==> src/rtl/priv_pkg.sv <==
package priv_pkg;

  localparam logic [1:0] LVL_MACHINE = 2'b11;
  localparam logic [1:0] LVL_USER    = 2'b00;

  // Status word bit positions (software visible layout)
  localparam int unsigned ST_IE_BIT    = 3;
  localparam int unsigned ST_PIE_BIT   = 7;
  localparam int unsigned ST_PLVL_LO   = 11;
  localparam int unsigned ST_PLVL_HI   = 12;
  localparam int unsigned ST_MODPRV_BIT = 17;
  localparam int unsigned ST_TWAIT_BIT = 21;
  localparam int unsigned ST_MIN_XLEN  = ST_TWAIT_BIT + 1;

  localparam int unsigned CAUSE_ENV_USER    = 8;
  localparam int unsigned CAUSE_ENV_MACHINE = 11;

  typedef struct packed {
    logic       twait;
    logic       modprv;
    logic [1:0] plvl;
    logic       pie;
    logic       ie;
  } stat_t;

  function automatic logic [1:0] legalize_lvl(input logic [1:0] v);
    return ((v == LVL_MACHINE) || (v == LVL_USER)) ? v : LVL_MACHINE;
  endfunction

endpackage

==> src/rtl/priv_status_io.sv <==
module priv_status_io
  import priv_pkg::*;
#(
  parameter int unsigned XLEN = 32
) (
  input  logic [XLEN-1:0] wdata_i,
  input  stat_t           stat_q_i,
  output stat_t           wfield_o,
  output logic [XLEN-1:0] rdata_o
);

  logic unused_wbits;
  assign unused_wbits = ^wdata_i;

  assign wfield_o.ie     = wdata_i[ST_IE_BIT];
  assign wfield_o.pie    = wdata_i[ST_PIE_BIT];
  assign wfield_o.plvl   = wdata_i[ST_PLVL_HI:ST_PLVL_LO];
  assign wfield_o.modprv = wdata_i[ST_MODPRV_BIT];
  assign wfield_o.twait  = wdata_i[ST_TWAIT_BIT];

  for (genvar b = 0; b < XLEN; b++) begin : g_rbit
    if (b == ST_IE_BIT) begin : g_ie
      assign rdata_o[b] = stat_q_i.ie;
    end else if (b == ST_PIE_BIT) begin : g_pie
      assign rdata_o[b] = stat_q_i.pie;
    end else if (b == ST_PLVL_LO) begin : g_pl0
      assign rdata_o[b] = stat_q_i.plvl[0];
    end else if (b == ST_PLVL_HI) begin : g_pl1
      assign rdata_o[b] = stat_q_i.plvl[1];
    end else if (b == ST_MODPRV_BIT) begin : g_mp
      assign rdata_o[b] = stat_q_i.modprv;
    end else if (b == ST_TWAIT_BIT) begin : g_tw
      assign rdata_o[b] = stat_q_i.twait;
    end else begin : g_zero
      assign rdata_o[b] = 1'b0;
    end
  end

endmodule

==> src/rtl/priv_state_regs.sv <==
module priv_state_regs
  import priv_pkg::*;
(
  input  logic       clk_i,
  input  logic       rst_ni,
  input  logic       trap_enter_i,
  input  logic       trap_return_i,
  input  logic       stat_wr_i,
  input  stat_t      wfield_i,
  output logic [1:0] lvl_q_o,
  output logic [1:0] lvl_d_o,
  output stat_t      stat_q_o
);

  logic [1:0] lvl_q, lvl_d;
  stat_t      stat_q, stat_d;
  logic       upd_en;

  assign upd_en = trap_enter_i | trap_return_i | stat_wr_i;

  always_comb begin
    lvl_d  = lvl_q;
    stat_d = stat_q;
    if (trap_enter_i) begin
      lvl_d       = LVL_MACHINE;
      stat_d.plvl = lvl_q;
      stat_d.pie  = stat_q.ie;
      stat_d.ie   = 1'b0;
    end else if (trap_return_i) begin
      lvl_d       = stat_q.plvl;
      stat_d.ie   = stat_q.pie;
      stat_d.pie  = 1'b1;
      stat_d.plvl = LVL_USER;
    end else if (stat_wr_i) begin
      stat_d      = wfield_i;
      stat_d.plvl = legalize_lvl(wfield_i.plvl);
    end
  end

  always_ff @(posedge clk_i or negedge rst_ni) begin
    if (!rst_ni) begin
      lvl_q         <= LVL_MACHINE;
      stat_q.ie     <= 1'b0;
      stat_q.pie    <= 1'b1;
      stat_q.plvl   <= LVL_USER;
      stat_q.modprv <= 1'b0;
      stat_q.twait  <= 1'b0;
    end else if (upd_en) begin
      lvl_q  <= lvl_d;
      stat_q <= stat_d;
    end
  end

  assign lvl_q_o  = lvl_q;
  assign lvl_d_o  = lvl_d;
  assign stat_q_o = stat_q;

  // trap entry lands in machine level and saves the old level and enable
  a_r2_entry_to_machine: assert property (@(posedge clk_i) disable iff (!rst_ni)
    trap_enter_i |=> (lvl_q == LVL_MACHINE) && (stat_q.plvl == $past(lvl_q))
                     && (stat_q.pie == $past(stat_q.ie)) && !stat_q.ie);

  // trap return restores level and enable from the saved copies
  a_r3_return_restores: assert property (@(posedge clk_i) disable iff (!rst_ni)
    (trap_return_i && !trap_enter_i) |=> (lvl_q == $past(stat_q.plvl))
                                       && (stat_q.ie == $past(stat_q.pie)));

  // the saved level never holds an unsupported value
  a_r4_saved_level_legal: assert property (@(posedge clk_i) disable iff (!rst_ni)
    (stat_q.plvl == LVL_MACHINE) || (stat_q.plvl == LVL_USER));

  // without any event the state holds
  a_r11_idle_holds: assert property (@(posedge clk_i) disable iff (!rst_ni)
    !upd_en |=> $stable(lvl_q) && $stable(stat_q));

endmodule

==> src/rtl/priv_rule_check.sv <==
module priv_rule_check
  import priv_pkg::*;
#(
  parameter int unsigned CAUSE_W = 6
) (
  input  logic               clk_i,
  input  logic               rst_ni,
  input  logic [1:0]         lvl_q_i,
  input  logic               twait_i,
  input  logic               csr_access_i,
  input  logic [1:0]         csr_lvl_field_i,
  input  logic [1:0]         csr_ro_field_i,
  input  logic               csr_write_i,
  input  logic               insn_mret_i,
  input  logic               insn_wfi_i,
  output logic               csr_illegal_o,
  output logic               insn_illegal_o,
  output logic [CAUSE_W-1:0] ecall_cause_o
);

  logic lvl_too_low;
  logic ro_write;
  logic not_machine;

  assign lvl_too_low = csr_lvl_field_i > lvl_q_i;
  assign ro_write    = (csr_ro_field_i == 2'b11) & csr_write_i;
  assign csr_illegal_o = csr_access_i & (lvl_too_low | ro_write);

  assign not_machine    = lvl_q_i != LVL_MACHINE;
  assign insn_illegal_o = not_machine & (insn_mret_i | (twait_i & insn_wfi_i));

  assign ecall_cause_o = not_machine ? CAUSE_W'(CAUSE_ENV_USER)
                                     : CAUSE_W'(CAUSE_ENV_MACHINE);

  // no illegal flag without a requested access
  a_r5_quiet_without_access: assert property (@(posedge clk_i) disable iff (!rst_ni)
    !csr_access_i |-> !csr_illegal_o);

  // machine level runs every instruction
  a_r7_machine_never_illegal: assert property (@(posedge clk_i) disable iff (!rst_ni)
    (lvl_q_i == LVL_MACHINE) |-> !insn_illegal_o);

  // cause code is one of the two environment-call codes
  a_r8_cause_known: assert property (@(posedge clk_i) disable iff (!rst_ni)
    (ecall_cause_o == CAUSE_W'(CAUSE_ENV_USER)) || (ecall_cause_o == CAUSE_W'(CAUSE_ENV_MACHINE)));

endmodule

==> src/rtl/priv_view_sel.sv <==
module priv_view_sel
  import priv_pkg::*;
(
  input  logic       clk_i,
  input  logic       rst_ni,
  input  logic [1:0] lvl_q_i,
  input  logic [1:0] lvl_d_i,
  input  logic [1:0] saved_lvl_i,
  input  logic       modprv_i,
  output logic [1:0] fetch_lvl_o,
  output logic [1:0] decode_lvl_o,
  output logic [1:0] lsu_lvl_o
);

  assign fetch_lvl_o  = lvl_d_i;
  assign decode_lvl_o = lvl_q_i;
  assign lsu_lvl_o    = modprv_i ? saved_lvl_i : lvl_q_i;

  // what fetch sees now, decode sees after the edge
  a_r9_fetch_leads_decode: assert property (@(posedge clk_i) disable iff (!rst_ni)
    rst_ni |=> decode_lvl_o == $past(fetch_lvl_o));

  // without modify-privilege load/store follows decode
  a_r10_lsu_follows_decode: assert property (@(posedge clk_i) disable iff (!rst_ni)
    !modprv_i |-> (lsu_lvl_o == decode_lvl_o));

endmodule

==> src/rtl/priv_mode_tracker.sv <==
module priv_mode_tracker
  import priv_pkg::*;
#(
  parameter int unsigned XLEN    = 32,
  parameter int unsigned ADDR_W  = 12,
  parameter int unsigned CAUSE_W = 6
) (
  input  logic               clk_i,
  input  logic               rst_ni,
  input  logic               trap_enter_i,
  input  logic               trap_return_i,
  input  logic               status_wr_i,
  input  logic [XLEN-1:0]    status_wdata_i,
  output logic [XLEN-1:0]    status_rdata_o,
  input  logic               csr_access_i,
  input  logic [ADDR_W-1:0]  csr_addr_i,
  input  logic               csr_write_i,
  input  logic               insn_mret_i,
  input  logic               insn_wfi_i,
  output logic               csr_illegal_o,
  output logic               insn_illegal_o,
  output logic [CAUSE_W-1:0] ecall_cause_o,
  output logic [1:0]         priv_fetch_o,
  output logic [1:0]         priv_decode_o,
  output logic [1:0]         priv_lsu_o
);

  // Top two address bits mark read-only, the next two the minimum level
  localparam int unsigned RO_LO  = ADDR_W - 2;
  localparam int unsigned LVL_LO = ADDR_W - 4;

  stat_t      wfield, stat_q;
  logic [1:0] lvl_q, lvl_d;
  logic       unused_addr_low;

  assign unused_addr_low = ^csr_addr_i[LVL_LO-1:0];

  priv_status_io #(.XLEN(XLEN)) u_status_io (
    .wdata_i  (status_wdata_i),
    .stat_q_i (stat_q),
    .wfield_o (wfield),
    .rdata_o  (status_rdata_o)
  );

  priv_state_regs u_state (
    .clk_i         (clk_i),
    .rst_ni        (rst_ni),
    .trap_enter_i  (trap_enter_i),
    .trap_return_i (trap_return_i),
    .stat_wr_i     (status_wr_i),
    .wfield_i      (wfield),
    .lvl_q_o       (lvl_q),
    .lvl_d_o       (lvl_d),
    .stat_q_o      (stat_q)
  );

  priv_rule_check #(.CAUSE_W(CAUSE_W)) u_rules (
    .clk_i           (clk_i),
    .rst_ni          (rst_ni),
    .lvl_q_i         (lvl_q),
    .twait_i         (stat_q.twait),
    .csr_access_i    (csr_access_i),
    .csr_lvl_field_i (csr_addr_i[LVL_LO+1:LVL_LO]),
    .csr_ro_field_i  (csr_addr_i[RO_LO+1:RO_LO]),
    .csr_write_i     (csr_write_i),
    .insn_mret_i     (insn_mret_i),
    .insn_wfi_i      (insn_wfi_i),
    .csr_illegal_o   (csr_illegal_o),
    .insn_illegal_o  (insn_illegal_o),
    .ecall_cause_o   (ecall_cause_o)
  );

  priv_view_sel u_views (
    .clk_i        (clk_i),
    .rst_ni       (rst_ni),
    .lvl_q_i      (lvl_q),
    .lvl_d_i      (lvl_d),
    .saved_lvl_i  (stat_q.plvl),
    .modprv_i     (stat_q.modprv),
    .fetch_lvl_o  (priv_fetch_o),
    .decode_lvl_o (priv_decode_o),
    .lsu_lvl_o    (priv_lsu_o)
  );

  // a requested write to a read-only address is always flagged
  a_r6_ro_write_flagged: assert property (@(posedge clk_i) disable iff (!rst_ni)
    (csr_access_i && csr_write_i && (csr_addr_i[RO_LO+1:RO_LO] == 2'b11)) |-> csr_illegal_o);

  // width configuration is large enough for the status layout
  initial begin
    a_r1_xlen_fits: assert (XLEN >= ST_MIN_XLEN);
  end

endmodule

==> config.mk <==
export PLATFORM = sky130hd
export DESIGN_NAME = priv_mode_tracker
export DESIGN_NICKNAME = d
export VERILOG_FILES = /design/src/rtl/priv_pkg.sv /design/src/rtl/priv_status_io.sv /design/src/rtl/priv_state_regs.sv /design/src/rtl/priv_rule_check.sv /design/src/rtl/priv_view_sel.sv /design/src/rtl/priv_mode_tracker.sv
export SDC_FILE = /design/constraint.sdc
export NUM_CORES = 1
export LEC_CHECK = 0
export ABC_AREA = 1
export BUFFER_PORTS_ARGS = -buffer_cell sky130_fd_sc_hd__buf_2
export CAP_MARGIN = 20
export CORE_UTILIZATION = 28
export CTS_CLUSTER_DIAMETER = 30
export DETAILED_ROUTE_END_ITERATION = 12
export PLACE_DENSITY = 0.78
export SYNTH_ARGS = -nofsm -noshare
export SYNTH_HDL_FRONTEND = slang
export SYNTH_SLANG_ARGS = --single-unit
==> constraint.sdc <==
create_clock -name clk_i -period 1.27 [get_ports clk_i]
set_clock_uncertainty 0.1 [all_clocks]
set_input_delay 0.254 -clock clk_i [delete_from_list [all_inputs] [get_ports clk_i]]
set_output_delay 0.254 -clock clk_i [all_outputs]
set_load 0.02 [all_outputs]
; ---- Word level (Yosys, flattened, before mapping)
; Index checks and enable logic that the tools add are counted.
[op_classes]
n_eq_ne = 3
n_bitwise = 10
order_cmp = 1
reduce_logical = 5
mux = 8
[ops]
columns = cell, count
row1 = 4-bit 2-to-1 mux, 3
row2 = 2-bit 2-to-1 mux, 5
row3 = 1-bit bitwise AND, 4
row4 = "2-bit == test, second input constant", 2
row5 = 1-bit OR, 4
row6 = 4-bit AND reduction, 1
row7 = 3-bit nonzero test, 1
row8 = 2-bit > comparator, 1
row9 = 2-bit zero test, 1
row10 = "2-bit != test, second input constant", 1
row11 = 1-bit NOT, 2
row12 = 2-bit AND reduction, 1
row13 = 1-bit logical OR, 1
[totals]
regBits = 8
out_inout_bits = 46
inputBits = 53

; ---- Depth between registers and ports, before layout
; Gate-level depths: netlist of the first run.
[depth]
depth_word = 6
ltp_mapped = 7

; ---- Hierarchy
; A second synthesis of the first run with hierarchy kept.
[unflattened]
hier_cells = 129
area_unflattened_um2 = 883.3
[by_module_without_submodules]
columns = mod, seq_area_each_um2, cells_per_inst, instances, area_each_um2
row1 = priv_state_regs, 203.9, 54, 1, 401.6
row2 = priv_status_io, 0.0, 39, 1, 289.0
row3 = priv_rule_check, 0.0, 25, 1, 136.4
row4 = priv_view_sel, 0.0, 11, 1, 56.3

; ---- Least setup slack after synthesis of the first run
; OpenSTA, ideal clock, no wires.
[synth_path]
kind = register -> output
from = reg u_state.lvl_q[1] (netlist: u_state.lvl_q_o[1])
to = out csr_illegal_o
setup_slack_ns = -0.514
t_arrival_ns = 1.430
stages_incl_launch_ff = 7
path_cell_list = dfstp_2 -> inv_1 -> ha_1 -> nand2_1 -> nand2_1 -> nand2_1 -> a21oi_1
[synth_via]
elab_chain_len = 3
[synth_lines]
columns = element, line_no
row1 = "start, declared", priv_state_regs.sv:15  ; logic [1:0] lvl_q, lvl_d;
row2 = "start signal, assigned", priv_state_regs.sv:49  ; lvl_q <= lvl_d;
row3 = 2-bit > comparator, priv_rule_check.sv:25  ; assign lvl_too_low = csr_lvl_field_i > lvl_q_i;
row4 = 1-bit OR, priv_rule_check.sv:27  ; assign csr_illegal_o = csr_access_i & (lvl_too_low | ro_write);
row5 = 1-bit bitwise AND, priv_rule_check.sv:27
row6 = "end, declared", priv_mode_tracker.sv:20  ; output logic csr_illegal_o,
; No other way between the ends.

; ---- Final worst setup path of the first run
; Same ends and word-level chain as after synthesis.

==> metrics.log, run 1 <==
[metrics] cell count after synthesis: 110
[metrics] share of post-route cells with drive strength above 1: 0.4581
[metrics] chip height: 54.60 um
[metrics] Top-Level Pins: 99
[metrics] Longest Clk Path Bufs: 2
[metrics] H-Tree Depth: 1
[metrics] final period demand of the worst path: 1.878 ns
[metrics] WHS: 0.1284 ns
[metrics] met3 usage in global routing: 0.02778
[metrics] Final Max Slew Viols: 0
[metrics] starting DRC count in detailed routing: 5
[metrics] fin crit share: 1.479
[metrics] count of state elements after synthesis: 8
[metrics] crit path DAT: 1.52 ns
[metrics] GPL Wtd Cong: 0.6886
[metrics] peak supply drop: 0.4899 mV
[metrics] TritonCTS clock tree: built
[metrics] most numerous cell in the Yosys netlist: sky130_fd_sc_hd__buf_4
[metrics] DRC violations left: 0
[metrics] combined global-route utilization of all metal layers: 0.1034
[metrics] CTS root buffer: sky130_fd_sc_hd__clkbuf_4
[metrics] count of max-cap constraint violations: 0
[metrics] average vias per placed instance: 3.822
[metrics] crit path capture type: output pin
[metrics] kind of critical path: reg2out
[metrics] Clock Pin Slew Worst Setup and Hold Paths: 0.07 ns
[metrics] class of the tightest hold or removal check: in2reg
[metrics] Max Freq: 0.5325 GHz
[metrics] cell area after technology mapping: 774.5 um^2
[metrics] Post-synth top flop: sky130_fd_sc_hd__dfrtp_1
[metrics] num rows: 18
[metrics] violated checks: negative setup slack
[metrics] clock latency on the worst-skew pair: 0.26 ns
[metrics] wire length of the first global-routing pass: 2.104 mm
[metrics] fraction of post-synthesis cell area in the top cell type by area: 0.3199
[metrics] overall die area: 2981 um^2
[metrics] initial antenna violation count: 0
[metrics] DRT Wirelength: 1.708 mm
[metrics] LEAKAGE: 0.6570 nW
[metrics] pin count of the biggest net entering global routing: 10
[metrics] post-layout worst setup margin: -0.6079 ns
[metrics] Setup Viol. Count Final: 10
[metrics] mean post-synth cell area: 7.041 um^2
[metrics] post-synthesis async set-or-reset flop share: 1.000
[metrics] Hold Violations, Final: 0
[metrics] count of warnings emitted by yosys: 0
[metrics] number of nets with antenna violations after routing: 0
[metrics] total power: 1.106 mW
[metrics] total CTS buffers: 3
[metrics] number of different library cells in the post-synthesis netlist: 15
[metrics] drt wl/cell: 9.232 um
[metrics] count of inserted antenna diode cells: 0
[metrics] post-detail-place hpwl: 1.261 mm
[metrics] most area-hungry cell type in the Yosys netlist: sky130_fd_sc_hd__buf_4
[metrics] TritonCTS Sinks: 8
[metrics] CP Max Fanout: 2
[metrics] unrepaired setup endpoints after global routing: true
[metrics] peak-usage layer in the global routing report: met2
[metrics] count of buffers inserted at the top-level ports: 34
[metrics] number of enable-type register cells in the synthesized netlist: 0
[metrics] die outline width: 54.60 um
[metrics] Startpoint Class: register
[metrics] Final nets: 211
[metrics] Setup Slack @ Placement: -0.3772 ns
[metrics] power density cells: 969.0 nW/um^2
[metrics] Global Route met1 Usage: 0.1082
[metrics] vias in the first global route: 534
[metrics] Critical Path RT: 0.92 ns
[metrics] sequential cell area fraction in the yosys report: 0.2633
[metrics] starting utilization of the core area: 0.3043
[metrics] layout overhead on the synthesized area: 47.33%
[metrics] top area cells in the synthesized netlist: sky130_fd_sc_hd__buf_4 (32%), sky130_fd_sc_hd__dfrtp_1 (16%), sky130_fd_sc_hd__nand2_1 (15%)
[metrics] total via count in the routed design: 707
[metrics] number of iterations in the first detailed-routing pass: 4
[metrics] global route overflow: 0
[metrics] status: finished, violations left
[metrics] Core ar.: 2545 um^2
[metrics] most instantiated cells after synthesis: sky130_fd_sc_hd__buf_4 (33), sky130_fd_sc_hd__nand2_1 (31), sky130_fd_sc_hd__inv_1 (13)
[metrics] met2 demand-to-capacity share in global routing: 0.1928
report_power, final:
part,internal [mW],switching [mW]
Combinational,0.245,0.313
Clock,0.121,0.103
Sequential,0.291,0.0330
logic make-up after synthesis:
kind of cell               after synthesis  share of synthesized area
buffers and inverters                   48                     0.4039
and+or+nand+nor                         38                     0.2132
other                                    2                   0.009697
DFF                                      8                     0.2633
AOI/OAI and AO/OA                       12                    0.07755
adders and majority gates                2                    0.03231
final cells by class:
cell class	count	area (um^2)
fill	268	1404
multi-input combinational	82	421.7
timing repair buffer	47	394.1
sequential	8	205.2
inverter	14	56.30
tap	30	37.54
clock buffer	4	26.28
cell usage in the layout (no fill, tap or decap), types with 3 or more instances in the layout:
cell                       instances
sky130_fd_sc_hd__conb_1           30
sky130_fd_sc_hd__o21ai_0           4
sky130_fd_sc_hd__inv_1             9
sky130_fd_sc_hd__dfstp_2           3
sky130_fd_sc_hd__nand3_1           4
sky130_fd_sc_hd__buf_6            21
sky130_fd_sc_hd__inv_2             3
sky130_fd_sc_hd__dfrtp_1           4
sky130_fd_sc_hd__buf_4             3
sky130_fd_sc_hd__o21ai_2           3
sky130_fd_sc_hd__buf_2            21
sky130_fd_sc_hd__nand2_2           5
sky130_fd_sc_hd__clkbuf_4          3
sky130_fd_sc_hd__a21oi_1           3
sky130_fd_sc_hd__nand2_1          26
path summary, 6_finish.rpt:
kind / start / endpoint / slack [ns] / depth (start not counted)
max: u_state.lvl_q_o[1] / csr_illegal_o / -0.61 / 7
min: status_wdata_i[17] / u_state.stat_q_o[4] / 0.13 / 3
max reg2reg: u_state.lvl_q_o[1] / u_state.stat_q_o[3] / 0.01 / 8
min reg2reg: u_state.stat_q_o[0] / u_state.stat_q_o[0] / 0.42 / 2
max in group asynchronous: rst_ni / u_state.lvl_q_o[1] / 0.56 / 2
min in group asynchronous: rst_ni / u_state.stat_q_o[0] / 0.25 / 2
metal layers:
layer,vias up,share of wire
li1,360,-
met1,307,0.39
met2,38,0.54
met3,2,0.066
met4,0,0.0064
met5,-,0
flip-flops by register name, summed over array words and instances, names as in the netlist:
name              count
u_state.lvl_q_o       2
u_state.stat_q_o      6
through the flow:
| step | util | instance area (um^2) | instances | TNS (ns) |
|---|---|---|---|---|
| 2_1_floorplan | - | 924.6 | 138 | -0.9666 |
| 3_3_place_gp | 0.3535 | 899.6 | 172 | -0.8007 |
| 3_5_place_dp | 0.3535 | 899.6 | 172 | -0.8807 |
| 4_1_cts | 0.4233 | 1077 | 183 | -3.667 |
| 5_1_grt | 0.4484 | 1141 | 185 | -4.352 |
| 6_report | 0.4484 | 1141 | 185 | -3.814 |
what timing repair did:
action | in CTS | in global routing
hold endpoints to repair | 8 | 0
hold buffers | 1 | 0
resized for setup | 34 | 11
setup buffers | 7 | 2
endpoints found under the setup margin | 13 | 14
pin swaps | 10 | 6
gates cloned | 0 | 0
worst max-delay path, stage by stage (launching register included):
cell	delay, ns
sky130_fd_sc_hd__dfstp_2	0.54
sky130_fd_sc_hd__inv_2	0.05
sky130_fd_sc_hd__ha_4	0.26
sky130_fd_sc_hd__nand2_2	0.05
sky130_fd_sc_hd__nand2_2	0.06
sky130_fd_sc_hd__nand2_2	0.06
sky130_fd_sc_hd__a21oi_4	0.12
sky130_fd_sc_hd__buf_6	0.13
(Power assumes the default switching activity.)
==> run 2, diff against run 1 <==
Settings changed: REMOVE_ABC_BUFFERS set to 1.
==> run 2 against run 1 <==
Effect of this change:
- the flow still finishes with violations (negative setup slack)
- largest cell class unchanged
- first-iteration DRC count decreased by 80%
- clock-buffer cell count unchanged
- sequential power hardly changed
- critical path depth unchanged
- largest power group unchanged
- non-clock buffer count is 1 lower
- clock power barely moved
- power down 5.9%
==> metrics.log, run 2 (synthesis results as in run 1) <==
[metrics] status: finished, violations left
[metrics] violated checks: negative setup slack
[metrics] global route overflow: 0 (unchanged)
[metrics] overall die area: 2981 um^2 (unchanged)
[metrics] Worst R2R End: u_state.stat_q_o[3]
[metrics] drt wl/cell: 8.739 um (-5.3%)
[metrics] TritonCTS clock tree: built
[metrics] number of instances on the worst hold path: 3 (unchanged)
[metrics] die outline width: 54.60 um (unchanged)
[metrics] layout overhead on the synthesized area: 37.96%
[metrics] fill cell total of the finished layout: 277 (+3.4%)
[metrics] multi-input logic area: 395.4 um^2 (-6.2%)
[metrics] Critical Path RT: 0.92 ns (about the same)
[metrics] average vias per placed instance: 3.799 (-0.59%)
[metrics] Post-Route Utilization: 0.4199 (-0.02852)
[metrics] number of cells after detailed placement: 174 (+1.2%)
[metrics] peak supply drop: 0.4235 mV (-14%)
[metrics] clock latency on the worst-skew pair: 0.25 ns (about the same)
[metrics] Startpoint Class: register
[metrics] crit path DAT: 1.50 ns (-0.02 ns)
[metrics] crit path capture type: output pin
[metrics] count of max-cap constraint violations: 0 (unchanged)
[metrics] commonest cells after routing, fill and taps aside: sky130_fd_sc_hd__conb_1 (30), sky130_fd_sc_hd__nand2_1 (29), sky130_fd_sc_hd__buf_2 (21)
[metrics] Top-Level Pins: 99 (unchanged)
[metrics] fin crit share: 1.458 (-0.02091)
[metrics] R2R setup slack: 0.09 ns (+0.08 ns)
[metrics] count of inserted antenna diode cells: 0 (unchanged)
[metrics] Longest Clk Path Bufs: 2 (unchanged)
[metrics] pin count of the biggest net entering global routing: 9 (-1)
[metrics] power density cells: 973.7 nW/um^2 (+0.49%)
[metrics] post-detail-place hpwl: 1.224 mm (-3.0%)
[metrics] Setup Viol. Count Final: 11 (+1)
[metrics] initial antenna violation count: 0 (unchanged)
[metrics] total via count in the routed design: 699 (-1.1%)
[metrics] TritonCTS Sinks: 8 (unchanged)
[metrics] starting utilization of the core area: 0.3043 (unchanged)
[metrics] H-Tree Depth: 1 (unchanged)
[metrics] Core ar.: 2545 um^2 (unchanged)
[metrics] count of buffers inserted at the top-level ports: 34 (unchanged)
[metrics] combined global-route utilization of all metal layers: 0.1038 (+0.0004551)
[metrics] total power: 1.040 mW (-5.9%)
[metrics] total CTS buffers: 3 (unchanged)
[metrics] cells traversed along the worst timing path: inv_2 > ha_4 > nand2_2 > nand2_1 > nand2_1 > a21oi_1 > buf_4
[metrics] number of iterations in the first detailed-routing pass: 2 (-2)
[metrics] area used by sequential logic in the layout: 205.2 um^2 (unchanged)
[metrics] final period demand of the worst path: 1.851 ns (-0.02656 ns)
[metrics] chip height: 54.60 um (unchanged)
[metrics] CTS root buffer: sky130_fd_sc_hd__clkbuf_4
[metrics] Reg2Reg Depth: 7 (-1)
[metrics] final design instance area without fill: 1069 um^2 (-6.4%)
[metrics] Final nets: 210 (-0.47%)
[metrics] DRC violations left: 0 (unchanged)
[metrics] wire length of the first global-routing pass: 2.111 mm (+0.33%)
[metrics] number of nets with antenna violations after routing: 0 (unchanged)
[metrics] flip-flop count of the largest register after layout: 6 (unchanged)
[metrics] worst hold path endpoint: u_state.stat_q_o[4]
[metrics] launching point of the worst reg2reg path: u_state.lvl_q_o[1]
[metrics] slowest cell on the critical path: sky130_fd_sc_hd__dfstp_2
[metrics] starting DRC count in detailed routing: 1 (-4)
[metrics] DP Area: 873.3 um^2 (-2.9%)
[metrics] kind of critical path: reg2out
[metrics] num rows: 18 (unchanged)
[metrics] CP Max Fanout: 2 (unchanged)
[metrics] post-layout worst setup margin: -0.5813 ns (+0.02656 ns)
[metrics] DRT Wirelength: 1.608 mm (-5.9%)
[metrics] Final Max Slew Viols: 0 (unchanged)
[metrics] class of the tightest hold or removal check: in2reg
[metrics] leading cell type in the layout, fill and taps excluded: sky130_fd_sc_hd__conb_1
[metrics] LEAKAGE: 0.6372 nW (-3.0%)
[metrics] vias in the first global route: 542 (+1.5%)
[metrics] Max Freq: 0.5401 GHz (+1.4%)
[metrics] delay of the slowest cell on the worst path: 0.54 ns (about the same)
[metrics] worst min-delay path startpoint: status_wdata_i[17]
[metrics] Clock Pin Slew Worst Setup and Hold Paths: 0.07 ns (about the same)
[metrics] unrepaired setup endpoints after global routing: true
[metrics] GPL Wtd Cong: 0.7757 (+13%)
[metrics] Hold Violations, Final: 0 (unchanged)
[metrics] post-route insts no fill: 184 (-0.54%)
[metrics] Setup Slack @ Placement: -0.3589 ns (+0.01824 ns)
[metrics] most used cell, CP: sky130_fd_sc_hd__nand2_1
[metrics] share of post-route cells with drive strength above 1: 0.4221 (-0.03599)
-- run 2: cell types whose count changed in the layout (fill, tap and decap cells not counted), sizes merged --
cell	previous run	this run
buf	46	45
-- run 2: how the worst max path moves through the flow --
| stage | from | endpoint | slack [ns] | depth (start not counted) |
|---|---|---|---|---|
| 2_1_floorplan | u_state.lvl_q_o[1] | csr_illegal_o | -0.51 | 6 |
| 3_3_place_gp | u_state.lvl_q_o[1] | csr_illegal_o | -0.32 | 7 |
| 3_5_place_dp | u_state.lvl_q_o[1] | csr_illegal_o | -0.36 | 7 |
| 4_1_cts | u_state.lvl_q_o[1] | csr_illegal_o | -0.60 | 7 |
| 5_1_grt | u_state.lvl_q_o[1] | csr_illegal_o | -0.64 | 7 |
| 6_report | u_state.lvl_q_o[1] | csr_illegal_o | -0.58 | 7 |
-- run 2: worst max-delay path, delay by kind of cell, from the launching register on --
family,cells,cell delay [ns]
buffers and inverters,2,0.20
AO/OA/AOI/OAI,1,0.11
AND/OR/NAND/NOR,3,0.12
flip-flops,1,0.54
adder cells (fa/ha/maj),1,0.26
-- run 2: stage by stage --
step	TNS, ns	hold slack (ns)
final	-3.157	0.1158
after detailed placement	-0.8173	0.008293
after floorplan	-1.757	-0.1416
after CTS	-3.181	0.1195
after global placement	-0.7689	0.004302
after global routing	-3.648	0.1387
-- run 2: layout make-up --
class / count / area share
multi-input cells: 82 / 0.3700
repair buffers: 46 / 0.3255
flip-flops and latches: 8 / 0.1920
inverters: 14 / 0.05269
well taps: 30 / 0.03513
clock buffers: 4 / 0.02459
-- run 2: what timing repair did --
item / CTS / global route
hold buffers: 1 / 0
resized for setup: 34 / 10
endpoints found under the setup margin: 12 / 11
hold endpoints to repair: 8 / 0
pin swaps: 3 / 2
buffers inserted: 3 / 4
-- run 2: metal layers --
metal | vias to the layer above | global-route usage | wire [um]
met5 | - | 0 | 0
met4 | 0 | 0.05128 | 18
met3 | 2 | 0.03333 | 120
met2 | 35 | 0.1807 | 858
met1 | 300 | 0.1111 | 611
li1 | 362 | - | -
-- run 2: report_power, final --
group	internal [mW]	total [mW]	leakage [nW]	switching, mW
Sequential	0.291	0.321	0.0921	0.0298
Clock	0.121	0.222	0.0150	0.102
Combinational	0.207	0.497	0.530	0.290
Total	0.619	1.04	0.637	0.421
